==> src/rtl/gpio_pd_pkg.sv <==
// Shared types for the GPIO port: register select code from the decoder.
// Assumes the decoder resolves at most one register per address.
package gpio_pd_pkg;
    typedef enum logic [1:0] {
        SEL_NONE = 2'd0,
        SEL_DATA = 2'd1,
        SEL_DIR  = 2'd2,
        SEL_INH  = 2'd3
    } reg_sel_e;
endpackage

==> src/rtl/gpio_pd_decode.sv <==
// Address decoder: maps a bus offset onto one register select.
// Assumes the three offsets are distinct.
module gpio_pd_decode
    import gpio_pd_pkg::*;
#(
    parameter int ADDR_W   = 5,
    parameter int DATA_OFS = 1,
    parameter int DIR_OFS  = 5,
    parameter int INH_OFS  = 17
) (
    input  logic [ADDR_W-1:0] addr,
    output reg_sel_e          sel
);
    localparam logic [ADDR_W-1:0] DATA_A = ADDR_W'(DATA_OFS);
    localparam logic [ADDR_W-1:0] DIR_A  = ADDR_W'(DIR_OFS);
    localparam logic [ADDR_W-1:0] INH_A  = ADDR_W'(INH_OFS);

    // Full-address compare to a register select.
    always_comb begin
        if (addr == DATA_A)      sel = SEL_DATA;
        else if (addr == DIR_A)  sel = SEL_DIR;
        else if (addr == INH_A)  sel = SEL_INH;
        else                     sel = SEL_NONE;
    end
endmodule

==> src/rtl/gpio_pd_regs.sv <==
// Register storage: data latch (no reset), direction and inhibit (reset to 0).
// Assumes writes are qualified by the decoder select and bus_wr.
module gpio_pd_regs
    import gpio_pd_pkg::*;
#(
    parameter int WIDTH = 8
) (
    input  logic             clk,
    input  logic             rst_n,
    input  logic             wr,
    input  reg_sel_e         sel,
    input  logic [WIDTH-1:0] wdata,
    output logic [WIDTH-1:0] latch_q,
    output logic [WIDTH-1:0] dir_q,
    output logic [WIDTH-1:0] inh_q
);
    // Data latch: loaded by writes, untouched by reset.
    always_ff @(posedge clk) begin
        if (wr && sel == SEL_DATA) latch_q <= wdata;
    end

    // Direction register: cleared by reset so all pins start as inputs.
    always_ff @(posedge clk) begin
        if (!rst_n)                    dir_q <= '0;
        else if (wr && sel == SEL_DIR) dir_q <= wdata;
    end

    // Pulldown-inhibit register: cleared by reset so pulldowns start on.
    always_ff @(posedge clk) begin
        if (!rst_n)                    inh_q <= '0;
        else if (wr && sel == SEL_INH) inh_q <= wdata;
    end
endmodule

==> src/rtl/gpio_pd_sync.sv <==
// Multi-flop synchroniser for asynchronous pad levels.
// Assumes SYNC_STAGES >= 1; the stages reset to 0.
module gpio_pd_sync #(
    parameter int WIDTH       = 8,
    parameter int SYNC_STAGES = 2
) (
    input  logic             clk,
    input  logic             rst_n,
    input  logic [WIDTH-1:0] d,
    output logic [WIDTH-1:0] q
);
    logic [WIDTH-1:0] stage [SYNC_STAGES];

    genvar s;
    generate
        for (s = 0; s < SYNC_STAGES; s++) begin : g_stage
            if (s == 0) begin : g_first
                // First stage samples the raw pad level.
                always_ff @(posedge clk) begin
                    if (!rst_n) stage[0] <= '0;
                    else        stage[0] <= d;
                end
            end else begin : g_next
                // Later stages settle metastability.
                always_ff @(posedge clk) begin
                    if (!rst_n) stage[s] <= '0;
                    else        stage[s] <= stage[s-1];
                end
            end
        end
    endgenerate

    assign q = stage[SYNC_STAGES-1];
endmodule

==> src/rtl/gpio_pd_padctl.sv <==
// Per-pin pad control: output enable, output value and gated pulldown.
// Assumes the global enable is active high and static.
module gpio_pd_padctl #(
    parameter int WIDTH = 8
) (
    input  logic             glob_pd_en,
    input  logic [WIDTH-1:0] dir,
    input  logic [WIDTH-1:0] inh,
    input  logic [WIDTH-1:0] latch,
    output logic [WIDTH-1:0] oe,
    output logic [WIDTH-1:0] dout,
    output logic [WIDTH-1:0] pd_en
);
    genvar i;
    generate
        for (i = 0; i < WIDTH; i++) begin : g_pin
            // Output pins drive the latch; pulldown only on enabled inputs.
            always_comb begin
                oe[i]    = dir[i];
                dout[i]  = latch[i];
                pd_en[i] = glob_pd_en & ~dir[i] & ~inh[i];
            end
        end
    endgenerate
endmodule

==> src/rtl/gpio_pd_port.sv <==
// GPIO port top: decoder, registers, input synchroniser, pad control and read mux.
// Assumes a single-cycle write strobe and combinational reads.
module gpio_pd_port
    import gpio_pd_pkg::*;
#(
    parameter int WIDTH        = 8,
    parameter int ADDR_W       = 5,
    parameter int DATA_OFS     = 1,
    parameter int DIR_OFS      = 5,
    parameter int INH_OFS      = 17,
    parameter int SYNC_STAGES  = 2,
    parameter int INH_READ_VAL = 0
) (
    input  logic              clk,
    input  logic              rst_n,
    input  logic [ADDR_W-1:0] bus_addr,
    input  logic              bus_wr,
    input  logic [WIDTH-1:0]  bus_wdata,
    output logic [WIDTH-1:0]  bus_rdata,
    input  logic              sw_pd_en,
    input  logic [WIDTH-1:0]  pad_in,
    output logic [WIDTH-1:0]  pad_oe,
    output logic [WIDTH-1:0]  pad_out,
    output logic [WIDTH-1:0]  pad_pd_en
);
    localparam logic [WIDTH-1:0] INH_RD = WIDTH'(INH_READ_VAL);

    reg_sel_e         sel;
    logic [WIDTH-1:0] latch_q;
    logic [WIDTH-1:0] dir_q;
    logic [WIDTH-1:0] inh_q;
    logic [WIDTH-1:0] sync_in;

    gpio_pd_decode #(
        .ADDR_W(ADDR_W), .DATA_OFS(DATA_OFS), .DIR_OFS(DIR_OFS), .INH_OFS(INH_OFS)
    ) u_dec (
        .addr (bus_addr),
        .sel  (sel)
    );

    gpio_pd_regs #(.WIDTH(WIDTH)) u_regs (
        .clk     (clk),
        .rst_n   (rst_n),
        .wr      (bus_wr),
        .sel     (sel),
        .wdata   (bus_wdata),
        .latch_q (latch_q),
        .dir_q   (dir_q),
        .inh_q   (inh_q)
    );

    gpio_pd_sync #(.WIDTH(WIDTH), .SYNC_STAGES(SYNC_STAGES)) u_sync (
        .clk   (clk),
        .rst_n (rst_n),
        .d     (pad_in),
        .q     (sync_in)
    );

    gpio_pd_padctl #(.WIDTH(WIDTH)) u_pad (
        .glob_pd_en (sw_pd_en),
        .dir        (dir_q),
        .inh        (inh_q),
        .latch      (latch_q),
        .oe         (pad_oe),
        .dout       (pad_out),
        .pd_en      (pad_pd_en)
    );

    // Read mux: data merges latch and pad by direction; inhibit reads fixed.
    always_comb begin
        unique case (sel)
            SEL_DATA: bus_rdata = (dir_q & latch_q) | (~dir_q & sync_in);
            SEL_DIR:  bus_rdata = dir_q;
            SEL_INH:  bus_rdata = INH_RD;
            default:  bus_rdata = '0;
        endcase
    end
endmodule

==> config.mk <==
export PLATFORM = sky130hd
export DESIGN_NAME = gpio_pd_port
export DESIGN_NICKNAME = d
export VERILOG_FILES = /design/src/rtl/gpio_pd_pkg.sv /design/src/rtl/gpio_pd_decode.sv /design/src/rtl/gpio_pd_regs.sv /design/src/rtl/gpio_pd_sync.sv /design/src/rtl/gpio_pd_padctl.sv /design/src/rtl/gpio_pd_port.sv
export SDC_FILE = /design/constraint.sdc
export NUM_CORES = 1
export LEC_CHECK = 0
export BUFFER_PORTS_ARGS = -buffer_cell sky130_fd_sc_hd__buf_2
export CORE_ASPECT_RATIO = 0.75
export CORE_MARGIN = 2
export CORE_UTILIZATION = 30
export CTS_CLUSTER_SIZE = 25
export DETAILED_ROUTE_END_ITERATION = 10
export GPL_TIMING_DRIVEN = 0
export HOLD_SLACK_MARGIN = 0.06
export PLACE_DENSITY = 0.55
export SLEW_MARGIN = 20
export SYNTH_ARGS = -nofsm -noshare
export SYNTH_HDL_FRONTEND = slang
export SYNTH_HIERARCHICAL = 1
export SYNTH_SLANG_ARGS = --single-unit
==> constraint.sdc <==
create_clock -name clk -period 6.1 [get_ports clk]
set_input_delay 1.22 -clock clk [delete_from_list [all_inputs] [get_ports clk]]
set_output_delay 1.22 -clock clk [all_outputs]
set_load 0.005 [all_outputs]
# Yosys cells after proc, flatten, opt, wreduce, memory -nomap -nowiden
# Memory sizes are Yosys's and may differ from the RTL's.
# Index checks and enable logic that the tools add are counted.
# Widths: inputs -> output; s select.
# totals
wordCells,59
regBits,24
output_inout_bits,32
latchBits,0
input_bits,25
mem_bits_ro,0
ram_bits,16
n_memories,1
# classes
shifts,0
n_reduce_logical,3
magnitude_cmp,0
add_sub_neg,0
div_mod_pow,0
n_eq_ne,6
n_mul,0
n_mux,8
bitwise_logic,38
# memory_table
memory,depth,word_bits,read_ports,rd_clocked_by_memory_dff,wr,line_no,text
u_sync.stage,2,8,2,0,2,gpio_pd_sync.sv:12,logic [WIDTH-1:0] stage [SYNC_STAGES];
# op_table
op,n
$and 1x1->1,16
$and 8x8->8,2
$mux 8,2
$not 1->1,16
$pmux 8 s2,1
$not 8->8,1
$or 8x8->8,1
$mux 2,3
$eq 5x1->1 const B,1
$eq 5x3->1 const B,1
$eq 5x5->1 const B,1
$eq 2x2->1 const B,2
$logic_and 1x1->1,3
$eq 2x1->1 const B,1
$mux 1,2
$or 1x1->1,2

# Logic depth before layout (Yosys ltp)
# depth
ltp_word,6
ltp_mapped,7
mapped_depth_nobuf,6

# Cells and area by module
# Netlist, hierarchy kept.
# by_module_without_submodules
mod,cells_each,area_each_um2,seq_area_each_um2,n_inst
gpio_pd_regs,71,858.3,560.5,1
gpio_pd_sync,33,446.7,320.3,1
gpio_pd_padctl,24,220.2,0.0,1
gpio_pd_port,25,202.7,0.0,1
gpio_pd_decode,4,25.0,0.0,1

# Worst setup path before layout
# No wires, ideal clock.
# synth_path
path_kind,input port to output port
start,input port bus_addr[1]
end,output port bus_rdata[3]
path_stages,6
arrival_time_ns,2.616
path_buffers,0
required_ns,4.880
path_slack_ns,2.264
path_cell_list,or3b_1 nor2_1 inv_1 ha_1 nand2b_1 o2bb2ai_1
# synth_via
elab_chain_cells,6
word_cells_on_any_way,9
classes_between,eq/ne (5); mux (4)
# synth_rtl
element,line_no,text
from (decl),gpio_pd_port.sv:16,"input logic [ADDR_W-1:0] bus_addr,"
$eq 5x5->1,gpio_pd_decode.sv:22,else if (addr == INH_A) sel = SEL_INH;
$mux 2,gpio_pd_decode.sv:22,
$mux 2,gpio_pd_decode.sv:21,else if (addr == DIR_A) sel = SEL_DIR;
$mux 2 (*),gpio_pd_decode.sv:20,if (addr == DATA_A) sel = SEL_DATA;
net sel[0],gpio_pd_port.sv:28,reg_sel_e sel;
$eq 2x2->1 / $eq 2x1->1 (equally long branches),gpio_pd_port.sv:71,unique case (sel)
$pmux 8 s2 (*),gpio_pd_port.sv:71,
to (decl),gpio_pd_port.sv:19,"output logic [WIDTH-1:0] bus_rdata,"
# The timed path passes the listed nets; every way through them passes the cells marked *.

# Worst setup path in the final report
# layout_path
start,input port bus_addr[1]
end,output port bus_rdata[0]
# Same word-level chain as after synthesis.

==> out/qor.yml <==
clocking:
  cts_hold_buf: 0
  cts_tree: "done"
  numCtsBuffers: 5
  clk_pin_slew_worst_paths_ns: 0.08
  post_cts.repair.setup_buffers: 0
  htreeDepth: 2
  clkSinkCount: 40
  cts-root-buf: "clkbuf_8"
  cts_resized: 0
  cts_buffer_depth: 2
  worstSkewPairLatency_ns: 0.29
pwr:
  comb_power_share_pct: 7.9
  vdd_drop_max_mv: 0.07797
  power_frac_seq_pct: 57.3
  p_int_uw: 377.4
  power_leakage_uw: 0.001006
  p_per_area_nw_per_um2: 220.1
  switchingPower_uw: 109.4
  clkPwrFrac_pct: 34.8
  p_sw_share_pct: 22.48
timing:
  tightest_slew_ns: 0.8981
  period_needed_ns: 4.326
  rsz0062_at_grt: "no"
  drv_slew: 0
  slew_headroom_pct: 39.90
  timing.final.crit_share_pct: 70.91
  setup_tns_ns: 0
  finalClockSkew_ns: 0.005422
  setup-violations-final: 0
  hold_viol: 0
  fmax_ghz: 0.2312
final_layout:
  final_common_cell: "buf_2"
  area_delta_synth_final_pct: 26.20
  antenna_cells: 0
  drive_gt1_share_pct: 47.06
  nNetsFinal: 247
  stdcell_count: 299
  final_cell_mix: "58 x buf_2, 32 x dfxtp_1, 26 x nand2_1, 23 x mux2i_1, 16 x buf_4"
grt:
  grt_overflow: 0
  grt_pass1_vias: 1268
  grt_antenna_before_repair: 0
  grt_max_degree: 14
  track_usage_pct: 12.86
  grt_first_pass_wirelength_um: 6285
worst_setup_path:
  cp.required_ns: 4.88
  endpoint_kind: "primary output"
  cp_max_fo: 7
  slowest_delay_ns: 0.38
  crit_type: "primary input to primary output"
  startpoint_type: "primary input"
  crit_chain: "buf_2, or3b_1, nor2_1, inv_1, ha_1, nand2b_1, o2bb2ai_1, buf_2"
  path_buf_inv: 3
  r2r_end: "u_regs/dir_q[4]"
  cp_slowest_cell: "or3b_1"
  rr_startpoint: "u_regs/dir_q[4]"
  rrSetupSlack_ns: 5.38
  reg2reg_depth: 2
  critical_path_depth: 8
  arrival_ns: 3.11
  cp_top_family: "simple AND/OR/NAND/NOR gates"
  cp_common_cell: "buf_2"
synth:
  synth.avg_cell_area_sq_um: 11.17
  ys_seq_area_share_pct: 50.25
  synth_area_leaders: "dfxtp_1 37%, edfxtp_1 14%, mux2i_1 13%"
  syn-cell-area_sq_um: 1753
  ys_warn_count: 6
  synth_fp_nets: 184
  synth_top_area_share_pct: 36.55
  ys_ff_latch: 40
  synth.largest_area_cell: "dfxtp_1"
  ys_types: 23
  netlist_instances: 157
min_path:
  hold_path.class: "flop to flop"
  min_to: "u_sync/stage[1][2]"
  hp-start: "u_sync/stage[0][2]"
  whs_path_depth: 1
job:
  cap_violations: 0
floorplan:
  die_h_um: 70.20
  start_util_pct: 30.56
  ios: 57
  die_area_sq_um: 6477
  fp.dieW_um: 92.27
  row_count: 24
  fp.coreArea_sq_um: 5736
run_status:
  status: "finished, final reports clean"
detailed_routing:
  drt_iter0_markers: 25
  routed_via_density: 4.197
  route.detailed.drc: 0
  final_antenna_net_count: 0
  routed-via-count: 1255
  routed_wl_um: 3930
  wire_per_inst_um: 13.14
  first_pass_iters: 4
placed_design:
  gp_routability_congestion: 0.7032
  port_buffers: 56
  place_inst: 291
  dp_hpwl_um: 2808
[registers in the layout, summed over array words and instances (netlist names)]
register and flops:
u_regs/dir_q 8, u_regs/latch_q 8, u_regs/inh_q 8, u_sync/stage 16
[layer usage]
metal  GRT usage (%)  vias to the layer above  wire [um]
met1           17.04                      584       1958
li1                -                      636          -
met2           19.93                       31       1743
met5               0                        -          0
met3           3.668                        4        195
met4           4.975                        0         33
[synth_stat cells]
cell type	count
a21oi_1	1
a311oi_1	1
and2_1	4
and2_2	12
and3b_1	1
buf_2	2
buf_4	16
buf_6	2
clkbuf_2	1
dfxtp_1	32
edfxtp_1	8
ha_1	2
inv_1	3
mux2i_1	23
nand2_1	26
nand2b_1	1
nand3_2	1
nor2_1	3
nor2b_1	1
nor3b_2	8
o2bb2ai_1	7
or3b_1	1
xnor2_1	1
[logic make-up (layout without fill, tap and decap cells)]
group / Yosys count / in the layout / synth area share (%)
and+or+nand+nor: 58 / 58 / 20.77
DFF: 40 / 40 / 50.25
buffers and inverters: 24 / 88 / 9.636
muxes: 23 / 23 / 13.13
AOI/OAI and AO/OA: 9 / 9 / 4.283
adders and majority gates: 2 / 2 / 1.427
xor gates and xnor gates: 1 / 1 / 0.4997
[stage by stage]
stage	power [uW]	util [%]	instance area (sq um)	worst slack, ns	hold slack [ns]
floorplan	304.7	-	1753	2.264	0.4119
global placement	323.8	37.15	2131	1.748	0.4158
detailed placement	324.6	37.15	2131	1.743	0.4185
CTS	493.7	38.57	2212	1.740	0.4378
global route	510.7	38.57	2212	1.595	0.4637
finish	486.8	38.57	2212	1.774	0.4354
[worst register-to-register path, delay by kind of cell, from the launching register on]
| family | cells | cell delay [ns] |
|---|---|---|
| flip-flops | 1 | 0.44 |
| multiplexers | 1 | 0.13 |
| AND/OR/NAND/NOR | 1 | 0.07 |
[area by class of cell]
| class | instances | area, sq um |
|---|---|---|
| sequential | 40 | 880.8 |
| clock buffer | 7 | 76.32 |
| multi-input combinational | 93 | 703.2 |
| tap | 78 | 97.59 |
| clock inverter | 1 | 5.005 |
| buffer | 21 | 157.7 |
| timing repair buffer | 56 | 280.3 |
| fill | 579 | 3523 |
| inverter | 3 | 11.26 |
[power by group through the flow]
stage / Sequential (uW) / Combinational, uW / Clock [uW]
6_report: 279 / 38.6 / 169
5_1_grt: 280 / 43.1 / 188
4_1_cts: 279 / 39.7 / 175
3_5_place_dp: 285 / 39.6 / 0
3_3_place_gp: 285 / 38.9 / 0
2_1_floorplan: 284 / 20.6 / 0
[how the worst max path moves through the flow]
stage,start,slack [ns],to
after floorplan,bus_addr[1],2.26,bus_rdata[3]
after global placement,bus_addr[1],1.75,bus_rdata[5]
after detailed placement,bus_addr[1],1.74,bus_rdata[5]
after CTS,bus_addr[1],1.74,bus_rdata[0]
after global routing,bus_addr[1],1.60,bus_rdata[0]
final,bus_addr[1],1.77,bus_rdata[0]
Power figures use the tool's default switching activity.
